[src/rtl/wo_pkg.sv]
package wo_pkg;

  typedef enum logic [1:0] {
    LN_I = 2'd0,
    LN_V = 2'd1,
    LN_R = 2'd2,
    LN_D = 2'd3
  } line_st_e;

  typedef enum logic [1:0] {
    BOP_NONE  = 2'd0,
    BOP_READ  = 2'd1,
    BOP_WTHRU = 2'd2
  } bus_op_e;

  // state after a snoop that hit a valid line
  function automatic line_st_e snoop_next(input line_st_e st, input logic is_wr);
    if (is_wr)          return LN_I;
    else if (st == LN_I) return LN_I;
    else                return LN_V;
  endfunction

  // state after a local access
  function automatic line_st_e local_next(input line_st_e st, input logic hit,
                                          input logic is_wr);
    if (!hit)       return is_wr ? LN_R : LN_V;
    else if (!is_wr) return st;
    else if (st == LN_V) return LN_R;
    else            return LN_D;
  endfunction

  // bus operation for a local access
  function automatic bus_op_e local_bus(input line_st_e st, input logic hit,
                                        input logic is_wr);
    if (!hit)             return is_wr ? BOP_WTHRU : BOP_READ;
    else if (is_wr && st == LN_V) return BOP_WTHRU;
    else                  return BOP_NONE;
  endfunction

endpackage

[src/rtl/wo_tag_array.sv]
module wo_tag_array
  import wo_pkg::*;
#(
  parameter int IDX_W = 3,
  parameter int TAG_W = 9,
  localparam int DEPTH = 1 << IDX_W
) (
  input  logic             clk,
  input  logic             rst_n,
  input  logic [IDX_W-1:0] ra_idx,
  output line_st_e         ra_st,
  output logic [TAG_W-1:0] ra_tag,
  input  logic [IDX_W-1:0] rb_idx,
  output line_st_e         rb_st,
  output logic [TAG_W-1:0] rb_tag,
  input  logic             wl_en,
  input  logic [IDX_W-1:0] wl_idx,
  input  line_st_e         wl_st,
  input  logic [TAG_W-1:0] wl_tag,
  input  logic             ws_en,
  input  logic [IDX_W-1:0] ws_idx,
  input  line_st_e         ws_st
);

  line_st_e         st_q  [DEPTH];
  logic [TAG_W-1:0] tag_q [DEPTH];

  always_ff @(posedge clk) begin
    for (int e = 0; e < DEPTH; e++) begin
      if (!rst_n) begin
        st_q[e]  <= LN_I;
        tag_q[e] <= '0;
      end else if (wl_en && wl_idx == IDX_W'(e)) begin
        st_q[e]  <= wl_st;
        tag_q[e] <= wl_tag;
      end else if (ws_en && ws_idx == IDX_W'(e)) begin
        st_q[e]  <= ws_st;
      end
    end
  end

  assign ra_st  = st_q[ra_idx];
  assign ra_tag = tag_q[ra_idx];
  assign rb_st  = st_q[rb_idx];
  assign rb_tag = tag_q[rb_idx];

endmodule

[src/rtl/wo_snoop_unit.sv]
module wo_snoop_unit
  import wo_pkg::*;
#(
  parameter int TAG_W = 9
) (
  input  logic             snp_valid,
  input  logic             snp_write,
  input  logic [TAG_W-1:0] snp_tag,
  input  line_st_e         cur_st,
  input  logic [TAG_W-1:0] cur_tag,
  output logic             hit,
  output logic             supply,
  output line_st_e         nxt_st
);

  assign hit    = snp_valid && (cur_st != LN_I) && (cur_tag == snp_tag);
  assign supply = hit && !snp_write && (cur_st == LN_D);
  assign nxt_st = hit ? snoop_next(cur_st, snp_write) : cur_st;

endmodule

[src/rtl/wo_local_unit.sv]
module wo_local_unit
  import wo_pkg::*;
#(
  parameter int IDX_W = 3,
  parameter int TAG_W = 9,
  localparam int ADDR_W = IDX_W + TAG_W
) (
  input  logic              lcl_valid,
  input  logic              lcl_write,
  input  logic [TAG_W-1:0]  lcl_tag,
  input  logic [IDX_W-1:0]  lcl_idx,
  input  line_st_e          cur_st,
  input  logic [TAG_W-1:0]  cur_tag,
  output logic              hit,
  output line_st_e          nxt_st,
  output bus_op_e           op,
  output logic              evict,
  output logic [ADDR_W-1:0] victim_addr
);

  assign hit         = (cur_st != LN_I) && (cur_tag == lcl_tag);
  assign nxt_st      = local_next(cur_st, hit, lcl_write);
  assign op          = lcl_valid ? local_bus(cur_st, hit, lcl_write) : BOP_NONE;
  assign evict       = lcl_valid && !hit && (cur_st == LN_D);
  assign victim_addr = {cur_tag, lcl_idx};

endmodule

[src/rtl/wo_coh_ctrl.sv]
module wo_coh_ctrl
  import wo_pkg::*;
#(
  parameter int ADDR_W = 12,
  parameter int IDX_W  = 3,
  localparam int TAG_W = ADDR_W - IDX_W
) (
  input  logic              clk,
  input  logic              rst_n,
  input  logic              lcl_valid,
  input  logic              lcl_write,
  input  logic [ADDR_W-1:0] lcl_addr,
  input  logic              snp_valid,
  input  logic              snp_write,
  input  logic [ADDR_W-1:0] snp_addr,
  output logic              rsp_valid,
  output logic              rsp_hit,
  output logic [1:0]        rsp_state,
  output logic [1:0]        bus_op,
  output logic [ADDR_W-1:0] bus_addr,
  output logic              evict_wb,
  output logic [ADDR_W-1:0] evict_addr,
  output logic              snp_hit,
  output logic              snp_supply
);

  logic [IDX_W-1:0] l_idx, s_idx;
  logic [TAG_W-1:0] l_tag, s_tag;
  assign l_idx = lcl_addr[IDX_W-1:0];
  assign l_tag = lcl_addr[ADDR_W-1:IDX_W];
  assign s_idx = snp_addr[IDX_W-1:0];
  assign s_tag = snp_addr[ADDR_W-1:IDX_W];

  line_st_e         arr_l_st, arr_s_st;
  logic [TAG_W-1:0] arr_l_tag, arr_s_tag;

  // named internal events
  logic             ev_snp_hit, ev_snp_supply, ev_same_idx;
  line_st_e         snp_nxt, lcl_view_st, lcl_nxt;
  logic             ev_lcl_hit, ev_evict;
  bus_op_e          lcl_op;
  logic [ADDR_W-1:0] victim;

  wo_snoop_unit #(.TAG_W(TAG_W)) u_snoop (
    .snp_valid (snp_valid),
    .snp_write (snp_write),
    .snp_tag   (s_tag),
    .cur_st    (arr_s_st),
    .cur_tag   (arr_s_tag),
    .hit       (ev_snp_hit),
    .supply    (ev_snp_supply),
    .nxt_st    (snp_nxt)
  );

  // snoop is ordered ahead of a local access on the same index
  assign ev_same_idx = snp_valid && lcl_valid && (s_idx == l_idx);
  assign lcl_view_st = ev_same_idx ? snp_nxt : arr_l_st;

  wo_local_unit #(.IDX_W(IDX_W), .TAG_W(TAG_W)) u_local (
    .lcl_valid   (lcl_valid),
    .lcl_write   (lcl_write),
    .lcl_tag     (l_tag),
    .lcl_idx     (l_idx),
    .cur_st      (lcl_view_st),
    .cur_tag     (arr_l_tag),
    .hit         (ev_lcl_hit),
    .nxt_st      (lcl_nxt),
    .op          (lcl_op),
    .evict       (ev_evict),
    .victim_addr (victim)
  );

  wo_tag_array #(.IDX_W(IDX_W), .TAG_W(TAG_W)) u_array (
    .clk    (clk),
    .rst_n  (rst_n),
    .ra_idx (l_idx),
    .ra_st  (arr_l_st),
    .ra_tag (arr_l_tag),
    .rb_idx (s_idx),
    .rb_st  (arr_s_st),
    .rb_tag (arr_s_tag),
    .wl_en  (lcl_valid),
    .wl_idx (l_idx),
    .wl_st  (lcl_nxt),
    .wl_tag (l_tag),
    .ws_en  (ev_snp_hit),
    .ws_idx (s_idx),
    .ws_st  (snp_nxt)
  );

  always_ff @(posedge clk) begin
    if (!rst_n) begin
      rsp_valid  <= 1'b0;
      rsp_hit    <= 1'b0;
      rsp_state  <= LN_I;
      bus_op     <= BOP_NONE;
      bus_addr   <= '0;
      evict_wb   <= 1'b0;
      evict_addr <= '0;
      snp_hit    <= 1'b0;
      snp_supply <= 1'b0;
    end else begin
      rsp_valid  <= lcl_valid;
      rsp_hit    <= lcl_valid && ev_lcl_hit;
      rsp_state  <= lcl_nxt;
      bus_op     <= lcl_op;
      bus_addr   <= lcl_addr;
      evict_wb   <= ev_evict;
      evict_addr <= victim;
      snp_hit    <= ev_snp_hit;
      snp_supply <= ev_snp_supply;
    end
  end

endmodule

[config.mk]
export PLATFORM = sky130hd
export DESIGN_NAME = wo_coh_ctrl
export DESIGN_NICKNAME = d
export VERILOG_FILES = /design/src/rtl/wo_pkg.sv /design/src/rtl/wo_tag_array.sv /design/src/rtl/wo_snoop_unit.sv /design/src/rtl/wo_local_unit.sv /design/src/rtl/wo_coh_ctrl.sv
export SDC_FILE = /design/constraint.sdc
export NUM_CORES = 1
export LEC_CHECK = 0
export ABC_AREA = 1
export BUFFER_PORTS_ARGS = -buffer_cell sky130_fd_sc_hd__buf_2
export CORE_ASPECT_RATIO = 2
export CORE_MARGIN = 4
export CORE_UTILIZATION = 45
export DETAILED_ROUTE_END_ITERATION = 8
export HOLD_SLACK_MARGIN = 0.15
export PLACE_DENSITY = 0.72
export SETUP_SLACK_MARGIN = 0.2
export SLEW_MARGIN = 5
export SYNTH_ARGS = -nofsm -noshare
export SYNTH_HDL_FRONTEND = slang
export SYNTH_HIERARCHICAL = 1
export SYNTH_SLANG_ARGS = --single-unit
[constraint.sdc]
create_clock -name clk -period 4 [get_ports clk]
set_clock_uncertainty 0.2 [all_clocks]
set_input_delay 0.8 -clock clk [delete_from_list [all_inputs] [get_ports clk]]
set_output_delay 0.8 -clock clk [all_outputs]
set_load 0.1 [all_outputs]
==> impl_metrics.csv, run 1 <==
group,metric,value,unit
clock_network,clkSinkCount,121,
cells_and_area,final_layout_size_suffix_gt1_share,12.3,%
power,combPwrFrac,18.2,%
clock_network,cts-root-buf,"clkbuf_16",
clock_network,cts_tree,"done",
timing,period_share,84.3,%
cells_and_area,fill_cells,1535,
power,max-vdd-ir-drop,274,uV
placed_design,port_buffers,62,
timing,hold_ws,0.397,ns
timing,finalHoldViolCount,0,
setup_path,worst-path-max-fanout,44,
route,first_iter_violations,674,
setup_path,start_kind,"primary input",
logic_synthesis,synth_top_cell_by_area,"edfxtp_1",
logic_synthesis,synthTopCellsByArea,"edfxtp_1, nand2_1, inv_1",
route,drcViolationCount,0,
power,clkPwrFrac,41.3,%
power,seq_power_share,40.5,%
timing,max_freq,296,MHz
clock_network,ctsHoldBuffers,0,
clock_network,cts_resized,0,
setup_path,r2r_cells,22,
die,die_w,97.8,um
logic_synthesis,syn_nets,1093,
setup_path,cp.required,4.10,ns
route,vias_per_cell,5.05,
die,core_area,0.0158,sq mm
power,power_leakage,4.59,nW
route,wl,20300,um
hold_path,hold_class,"in -> reg",
global_routing,overflow,0,
route,vias,6682,
logic_synthesis,ys_ff_latch,121,
setup_path,arrival,3.47,ns
global_routing,grt_max_degree,45,
clock_network,numCtsBuffers,17,
power,power.density,432,mW/mm^2
die,die_h,188,um
timing,slew_headroom,64.1,%
placed_design,dp_hpwl,14700,um
die,die_area,0.0184,sq mm
route,ant_nets,0,
cells_and_area,final_common_cell,"nand2_1",
timing,fin_crit,3.37,ns
setup_path,end_kind,"flop",
die,num_rows,65,
placed_design,gp_congestion,0.943,
global_routing,antenna_found_initial,0,
run,cap_violations,0,
power,internal_power,0.00245,W
cells_and_area,syn_to_final_growth,13.8,%
cells_and_area,fin_nets,1140,
setup_path,max_stage_delay,0.22,ns
setup_path,cp_common_cell,"nand2_1",
cells_and_area,diodes,0,
logic_synthesis,yosys.area.top_type_share,36.4,%
clock_network,h-tree-depth,4,
setup_path,cp_slowest_cell,"buf_4",
logic_synthesis,synth_area_per_cell,6.83,sq um
power,p_switching,0.00112,W
clock_network,clk_pin_slew,0.06,ns
cells_and_area,final_cell_mix,"nand2_1, inv_1, nor2_1",
power,p_sw_share,31.3,%
setup_path,path_cells,"buf_2, inv_2, buf_12, nand2_1, nand3_1, nand2_1, nand2_1, nand2_1, nand2_1, nand2_1, nor2_1, nand2_1, nor2_2, nand3_2, nand2_1, nand3_1, nand2_1, inv_1, o21ai_0, nand3_1, o21ai_1, buf_4, nand2_1, nand2_1",
setup_path,path_class,"in -> reg",
timing,final.setup.tns,0,ns
timing,final_max_slew_viol_count,0,
global_routing,grt_pass1_vias,6568,
die,ios,63,
clock_network,ctsLongestPathBuffers,2,
global_routing,grt_use_total,22.3,%
clock_network,clk_latency,0.42,ns
logic_synthesis,yosysWarnings,6,
route,route.detailed.wl_per_inst,15.4,um
route,first_pass_iters,5,
die,start_util,46.0,%
logic_synthesis,synthesis.area,0.00726,sq mm
timing,finalSetupViolations,0,
cells_and_area,register_area,0.00330,sq mm
logic_synthesis,synth.distinct_cells,26,
hold_path,hold_depth,3,
outcome,outcome,"complete, no violations",
timing,worst_slew_pin_slew,0.538,ns
cells_and_area,multi_input_area,0.00289,sq mm
logic_synthesis,yosysSeqAreaShare,45.5,%
timing,rsz0062_at_grt,"false",
logic_synthesis,postSynthCellCount,1063,
clock_network,post_cts_buffers,0,
global_routing,grt_pass1_wl,32200,um
-- through the flow --
stage	area, sq um	cells	setup WS [ns]	power (W)	util, %
floorplan	7260	1063	0.783	0.00196	-
global placement	7690	1292	0.431	0.00210	48.8
detailed placement	7690	1292	0.350	0.00211	48.8
CTS	8260	1324	0.694	0.00358	52.3
global route	8260	1324	0.400	0.00370	52.3
finish	8260	1324	0.626	0.00357	52.3
-- routing by layer --
| metal | vias to the layer above | global-route usage [%] | part of all wire [%] |
|---|---|---|---|
| li1 | 3283 | - | - |
| met1 | 2991 | 22.0 | 34 |
| met2 | 319 | 41.6 | 53 |
| met3 | 89 | 3.65 | 7.0 |
| met4 | 0 | 14.9 | 6.1 |
| met5 | - | 0 | 0 |
-- sequential cells by signal (all words and copies together) (netlist names) --
name           count
u_array/tag_q     72
u_array/st_q      16
bus_addr          12
evict_addr        12
bus_op             2
rsp_state          2
evict_wb           1
rsp_hit            1
rsp_valid          1
snp_hit            1
snp_supply         1
-- logic make-up after synthesis --
kind of cell | count (synthesis) | synth area share, %
AOI/OAI and AO/OA | 13 | 0.982
and+or+nand+nor | 670 | 38.1
buffers and inverters | 253 | 14.7
xor gates and xnor gates | 6 | 0.724
DFF | 121 | 45.5
-- worst max-delay path, delay by kind of cell --
family | cells | cell delay [ns]
and+or+nand+nor | 17 | 1.60
buffers and inverters | 5 | 0.68
AOI/OAI and AO/OA | 2 | 0.36
-- worst paths after layout --
path                                     startpoint            endpoint  slack, ns
worst max-delay path                    snp_addr[0]  u_array/st_q[7][0]       0.63
worst min-delay path                    lcl_addr[7]         bus_addr[7]       0.40
worst max register to register  u_array/tag_q[1][1]  u_array/st_q[7][0]       0.98
worst min register to register  u_array/tag_q[2][5]       evict_addr[8]       0.61
-- power groups by stage --
stage | clock [W] | combinational (W) | sequential, W
2_1_floorplan | 0 | 0.000359 | 0.00160
3_3_place_gp | 0 | 0.000636 | 0.00147
3_5_place_dp | 0 | 0.000640 | 0.00147
4_1_cts | 0.00149 | 0.000646 | 0.00144
5_1_grt | 0.00154 | 0.000711 | 0.00145
6_report | 0.00147 | 0.000650 | 0.00144
-- layout make-up --
| cell class | count | area share (%) |
|---|---|---|
| clock buffers | 18 | 5.20 |
| clock inverters | 14 | 1.67 |
| inverters | 201 | 9.13 |
| multi-input cells | 689 | 35.0 |
| flip-flops and latches | 121 | 40.0 |
| well taps | 201 | 3.04 |
| repair buffers | 80 | 6.00 |
-- Yosys cell counts --
cell type / number
o21ai_0: 8
edfxtp_1: 88
o21ai_1: 2
nand2_2: 6
nand3_2: 2
dfxtp_1: 33
or2_0: 1
nor2_1: 109
and2_1: 1
buf_1: 1
nor2_4: 4
nor2_8: 1
buf_6: 1
nor2_2: 5
inv_1: 194
inv_2: 7
xnor2_1: 6
nand2_1: 427
nand3_1: 102
buf_4: 24
buf_2: 18
or2_2: 1
o21bai_2: 1
clkbuf_1: 8
nand4_1: 11
a21oi_1: 2
Power figures use the tool's default switching activity.
==> run 2: changes to the inputs <==
--- a/config.mk
+++ b/config.mk
@@ -5,7 +5,7 @@
 export SDC_FILE = /design/constraint.sdc
 export NUM_CORES = 1
 export LEC_CHECK = 0
-export ABC_AREA = 1
+export ABC_AREA = 0
 export BUFFER_PORTS_ARGS = -buffer_cell sky130_fd_sc_hd__buf_2
 export CORE_ASPECT_RATIO = 2
 export CORE_MARGIN = 4
==> constraint.sdc (replaced) <==
create_clock -name clk -period 3.3 [get_ports clk]
set_clock_uncertainty 0.2 [all_clocks]
set_input_delay 0.66 -clock clk [delete_from_list [all_inputs] [get_ports clk]]
set_output_delay 0.66 -clock clk [all_outputs]
set_load 0.1 [all_outputs]
==> run 2 against run 1 <==
  * The flow now finishes with violations (negative setup slack)
  * Largest cell class unchanged
  * Critical path type unchanged
  * Highest routed layer unchanged
  * Register-to-register slack got worse by 1.2 ns
  * Hold slack got worse by 0.0070 ns
  * Area after synthesis decreased by 11%
  * Flip-flop and latch count unchanged
  * Critical endpoint is now u_array/st_q[0][0]
  * Die area decreased by 11%
  * Sequential share of layout area increased by 0.94 points
  * Largest power group unchanged
  * Non-clock buffer count increased by 46
  * Final cell count decreased by 42%
==> impl_metrics.csv, run 2 <==
group,metric,value,unit
hold_path,hold_depth,2,
clock_network,h-tree-depth,4,
route,top_layer,"met4",
cells_and_area,register_area,0.00330,sq mm
die,die_h,177,um
logic_synthesis,synthTopCellsByArea,"edfxtp_1, mux4_1, dfxtp_1",
cells_and_area,final_layout_size_suffix_gt1_share,39.5,%
cells_and_area,largest_reg_flops,72,
setup_path,path_class,"in -> reg",
logic_synthesis,yosysMostFrequentCell,"and2_1",
cells_and_area,diodes,0,
logic_synthesis,postSynthCellCount,456,
power,max-vdd-ir-drop,326,uV
placed_design,gp_congestion,0.930,
setup_path,r2r-start,"u_array/tag_q[1][8]",
global_routing,antenna_found_initial,0,
logic_synthesis,synth_flop_cell,"edfxtp_1",
timing,rsz0062_at_grt,"true",
die,num_rows,61,
logic_synthesis,synthXorXnorAreaFrac,2.86,%
hold_path,whs_endpoint,"bus_addr[5]",
logic_synthesis,yosysWarnings,6,
cells_and_area,multi_input_area,0.00307,sq mm
route,route.met3.wl,1100,um
power,power.density,531,mW/mm^2
logic_synthesis,syn_nets,486,
logic_synthesis,synthMuxAreaShare,22.5,%
clock_network,numCtsBuffers,17,
run,cap_violations,0,
logic_synthesis,synth_top_cell_by_area,"edfxtp_1",
cells_and_area,fill_cells,1074,
cells_and_area,syn_to_final_growth,25.4,%
logic_synthesis,yosysSeqAreaShare,51.3,%
setup_path,r2r_cells,11,
global_routing,grt_pass1_vias,4621,
logic_synthesis,async_flop_share,0,%
route,route.detailed.wl_per_inst,22.7,um
die,ios,63,
logic_synthesis,synth_top_family_by_area,"multiplexers",
clock_network,clk_latency,0.42,ns
logic_synthesis,ys_top_cells_by_count,"and2_1, edfxtp_1, mux4_1",
outcome,violations,"negative setup slack",
clock_network,cts_tree,"done",
timing,finalSetupViolations,21,
cells_and_area,largest-register,"u_array/tag_q",
logic_synthesis,ys_ff_latch,121,
route,first_iter_violations,474,
route,wl,17300,um
timing,period_share,109,%
setup_path,r2r_end,"u_array/st_q[0][0]",
power,power_leakage,3.28,nW
route,vias_per_cell,5.74,
logic_synthesis,synth-compound-area-share,4.78,%
hold_path,hold_start,"lcl_addr[5]",
logic_synthesis,yosys.area.top_type_share,41.1,%
timing,finalHoldViolCount,0,
route,wl_met1,5590,um
die,start_util,46.1,%
timing,final_max_slew_viol_count,0,
clock_network,clkSinkCount,121,
clock_network,ctsLongestPathBuffers,2,
setup_path,worst-path-max-fanout,9,
timing,hold_ws,0.390,ns
global_routing,grt_use_total,21.9,%
route,first_pass_iters,5,
timing,slew_headroom,58.8,%
placed_design,port_buffers,62,
route,drcViolationCount,0,
die,die_area,0.0164,sq mm
global_routing,overflow,0,
timing,max_freq,279,MHz
placed_design,dpl.cell_count,727,
cells_and_area,fin_nets,591,
outcome,outcome,"finished, violations left",
die,core_area,0.0140,sq mm
route,ant_nets,0,
setup_path,r2r_setup_slack,-0.23,ns
die,die_w,92.6,um
clock_network,clk_pin_slew,0.06,ns
logic_synthesis,synthAdderAreaFrac,0,%
timing,fin_crit,3.59,ns
global_routing,grt_pass1_wl,25800,um
cells_and_area,final_common_cell,"and2_1",
clock_network,cts-root-buf,"clkbuf_16",
cells_and_area,top_regs,"u_array/tag_q x72, u_array/st_q x16",
route,wl_met2,9550,um
global_routing,grt_max_degree,46,
placed_design,dpl_worst_slack,-0.989,ns
placed_design,dp_hpwl,12500,um
cells_and_area,final_cell_mix,"and2_1, edfxtp_1, buf_2",
setup_path,arrival,3.56,ns
setup_path,end_kind,"flop",
logic_synthesis,synth_area_per_cell,14.1,sq um
timing,worst_slack,-0.290,ns
timing,worst_slew_pin_slew,0.614,ns
logic_synthesis,synth.distinct_cells,41,
setup_path,start_kind,"primary input",
setup_path,cp.required,3.27,ns
logic_synthesis,synthesis.area,0.00644,sq mm
hold_path,hold_class,"in -> reg",
clock_network,ctsHoldBuffers,0,
logic_synthesis,synth-simple-area-share,14.6,%
logic_synthesis,synth-edff-count,88,
route,vias,4381,
cells_and_area,stdcell_count,763,
[run 2: changes by cell type in the layout (fill, tap and decap cells not counted), sizes merged, moves of 44 or more]
| cell | before | now |
|---|---|---|
| buf | 80 | 125 |
| inv | 207 | 18 |
| and2 | 1 | 105 |
| nand2 | 433 | 8 |
| nand3 | 104 | 5 |
| nor2 | 119 | 15 |
| mux4 | 0 | 44 |
[run 2: cell families (layout without fill, tap and decap cells)]
kind of cell,after synthesis,after routing
simple gates,157,157
compound gates,39,39
mux,70,70
flops,121,121
xor+xnor,21,21
buf+inv,48,166
[run 2: metal layers]
| layer | vias up | global-route usage, % |
|---|---|---|
| li1 | 1934 | - |
| met1 | 2134 | 21.1 |
| met2 | 251 | 40.5 |
| met3 | 62 | 4.26 |
| met4 | 0 | 15.4 |
| met5 | - | 0 |
[run 2: how the worst max path moves through the flow]
stage	startpoint	to	cells after the start
after floorplan	snp_addr[0]	u_array/st_q[2][0]	12
after global placement	snp_addr[0]	u_array/st_q[4][1]	12
after detailed placement	snp_addr[0]	u_array/st_q[4][1]	12
after CTS	snp_addr[0]	u_array/st_q[0][0]	13
after global routing	u_array/tag_q[1][8]	u_array/st_q[7][0]	11
final	snp_addr[0]	u_array/st_q[0][0]	13
[run 2: power by group]
part	internal, W	switching, W
Sequential	0.00172	0.0000388
Combinational	0.000299	0.000443
Clock	0.00100	0.000777
[run 2: critical path, stage by stage]
cell     delay, ns
buf_12        0.11
buf_12        0.13
mux4_2        0.50
mux2_4        0.30
xnor2_2       0.14
nand4_1       0.11
or4_4         0.53
and2_4        0.16
mux2_4        0.26
nand4_1       0.14
mux2i_1       0.10
buf_4         0.18
a32o_1        0.22
[run 2: stage by stage]
| step | total power (W) | utilization [%] | cell area (sq um) | setup TNS [ns] |
|---|---|---|---|---|
| floorplan | 0.00227 | - | 6470 | -7.29 |
| global placement | 0.00246 | 51.9 | 7250 | -28.50 |
| detailed placement | 0.00248 | 51.9 | 7250 | -30.39 |
| CTS | 0.00428 | 57.6 | 8040 | -3.64 |
| global route | 0.00442 | 57.8 | 8070 | -5.19 |
| finish | 0.00428 | 57.8 | 8070 | -4.43 |
[run 2: final cells by class]
class	count	area share (%)
Sequential cell	121	40.9
Multi-Input combinational cell	287	38.0
Timing Repair Buffer	126	10.6
Clock buffer	17	5.27
Tap cell	189	2.93
Clock inverter	15	1.88
Inverter	8	0.372
[run 2: what timing repair did]
item,CTS,global route
setup endpoints to repair,39,38
pin swaps,4,1
gates resized for setup,38,15
setup buffers,4,0
==> run 3: changes to the inputs <==
--- a/config.mk
+++ b/config.mk
@@ -7,7 +7,6 @@
 export LEC_CHECK = 0
 export ABC_AREA = 0
 export BUFFER_PORTS_ARGS = -buffer_cell sky130_fd_sc_hd__buf_2
-export CORE_ASPECT_RATIO = 2
 export CORE_MARGIN = 4
 export CORE_UTILIZATION = 45
 export DETAILED_ROUTE_END_ITERATION = 8
==> run 3 against run 2 <==
  * The flow still finishes with violations (negative setup slack)
  * First-iteration DRC count decreased by 28%
  * Count of clock-buffer cells in the layout unchanged
  * Sequential power about the same
  * Clock power increased by 13%
  * Wire length decreased by 3.0%
  * Via count increased by 0.94%
  * Critical path depth unchanged
==> impl_metrics.csv, run 3 (synthesis results as in run 2) <==
group,metric,value,unit
outcome,outcome,"finished, violations left",
outcome,violations,"negative setup slack",
setup_path,worst-path-max-fanout,8,
cells_and_area,largest_reg_flops,72,
setup_path,path_cells,"buf_12, buf_12, mux4_2, mux2_4, xnor2_1, nand4_1, or4_4, and2_4, mux2_4, nand4_1, mux2i_2, buf_4, a22o_1",
die,ios,63,
timing,hold_ws,0.398,ns
global_routing,grt_max_degree,32,
timing,worst_slew_pin_slew,1.05,ns
timing,max_freq,270,MHz
clock_network,cts_tree,"done",
route,ant_nets,0,
cells_and_area,post-route-util,58.4,%
setup_path,crit_family,"multiplexers",
setup_path,cp.buffers_inverters,3,
placed_design,gp_congestion,0.905,
setup_path,r2r_setup_slack,-0.33,ns
clock_network,ctsLongestPathBuffers,2,
cells_and_area,fill_cells,1034,
global_routing,antenna_found_initial,0,
clock_network,clk_latency,0.42,ns
placed_design,port_buffers,62,
global_routing,grt_pass1_wl,25500,um
die,start_util,46.2,%
global_routing,grt_pass1_vias,4489,
setup_path,endpoint,"u_array/st_q[6][0]",
cells_and_area,final_layout_size_suffix_gt1_share,39.0,%
clock_network,ctsHoldBuffers,0,
setup_path,r2r_cells,11,
clock_network,cts-root-buf,"clkbuf_16",
setup_path,end_kind,"flop",
route,vias_per_cell,5.92,
die,die_w,128,um
setup_path,start_kind,"primary input",
global_routing,overflow,0,
power,power_leakage,3.28,nW
route,route.detailed.wl_per_inst,22.4,um
hold_path,hold_depth,3,
setup_path,arrival,3.78,ns
route,first_iter_violations,339,
global_routing,grt_use_total,21.0,%
cells_and_area,syn_to_final_growth,26.5,%
cells_and_area,final_cell_mix,"and2_1, edfxtp_1, buf_2",
cells_and_area,top_regs,"u_array/tag_q x72, u_array/st_q x16",
setup_path,crit_cells,13,
clock_network,h-tree-depth,4,
timing,period_share,112,%
power,max-vdd-ir-drop,327,uV
hold_path,hold_class,"in -> reg",
timing,finalHoldViolCount,0,
route,first_pass_iters,5,
timing,finalSetupViolations,22,
clock_network,clkSinkCount,121,
timing,worst_slack,-0.397,ns
route,drcViolationCount,0,
timing,final_max_slew_viol_count,0,
die,die_h,128,um
timing,rsz0062_at_grt,"true",
cells_and_area,fin_nets,584,
clock_network,clk_pin_slew,0.06,ns
run,cap_violations,0,
setup_path,r2r_end,"u_array/st_q[6][0]",
setup_path,r2r-start,"u_array/tag_q[5][5]",
setup_path,cp.required,3.38,ns
timing,fin_crit,3.70,ns
timing,final.setup.tns,-5.98,ns
placed_design,dp_hpwl,11400,um
setup_path,max_stage_delay,0.54,ns
cells_and_area,final_common_cell,"and2_1",
power,power.density,555,mW/mm^2
die,core_area,0.0139,sq mm
route,vias,4422,
setup_path,crit_start,"snp_addr[0]",
cells_and_area,largest-register,"u_array/tag_q",
setup_path,cp_slowest_cell,"or4_4",
setup_path,path_class,"in -> reg",
die,num_rows,43,
route,wl,16800,um
timing,slew_headroom,29.4,%
cells_and_area,diodes,0,
die,die_area,0.0163,sq mm
clock_network,numCtsBuffers,17,
-- run 3: report_power, final --
group | switching (W) | internal, W
combinational | 0.000437 | 0.000290
clock | 0.000680 | 0.00134
sequential | 0.0000465 | 0.00172
total | 0.00116 | 0.00335
-- run 3: worst reg2reg max path, stage by stage, from the launching register on --
cell	delay, ns
edfxtp_1	0.41
mux4_2	0.51
mux2_4	0.29
xnor2_1	0.17
nand4_1	0.13
or4_4	0.54
and2_4	0.17
mux2_4	0.26
nand4_1	0.14
mux2i_2	0.34
buf_4	0.21
a22o_1	0.15
-- run 3: cell type report --
class	count	area (sq um)	area share, %
Multi-Input combinational cell	288	3110	38.2
Tap cell	180	225	2.77
Sequential cell	121	3300	40.6
Clock buffer	17	425	5.23
Clock inverter	15	224	2.75
Inverter	8	32.5	0.400
Timing Repair Buffer	118	818	10.1
-- run 3: worst min path at each step --
stage | start | end | slack (ns)
floorplan | lcl_addr[1] | bus_addr[1] | 0.58
global placement | u_array/tag_q[2][0] | evict_addr[3] | 0.62
detailed placement | u_array/tag_q[7][2] | evict_addr[5] | 0.65
CTS | snp_write | snp_supply | 0.38
global route | snp_write | snp_supply | 0.39
finish | snp_write | snp_supply | 0.40
-- run 3: metrics by stage --
stage               cells  setup slack [ns]  total power, W  area [sq um]
floorplan             456            -0.435         0.00227          6470
global placement      707            -0.895         0.00243          7170
finish                747            -0.397         0.00452          8140
detailed placement    707            -0.985         0.00246          7170
global route          747            -0.481         0.00465          8140
CTS                   746            -0.329         0.00451          8080
-- run 3: layer usage --
layer	wire, um	track usage, %
met2	8440	35.9
met1	6480	26.3
met4	353	6.80
met5	0	0
met3	1480	4.93
-- run 3: repair_timing --
item | in CTS | in global routing
gates cloned | 2 | 0
pin swaps | 9 | 6
setup buffers | 5 | 1
setup endpoints to repair | 38 | 38
resized for setup | 51 | 11
endpoints found under the hold margin | 0 | 0
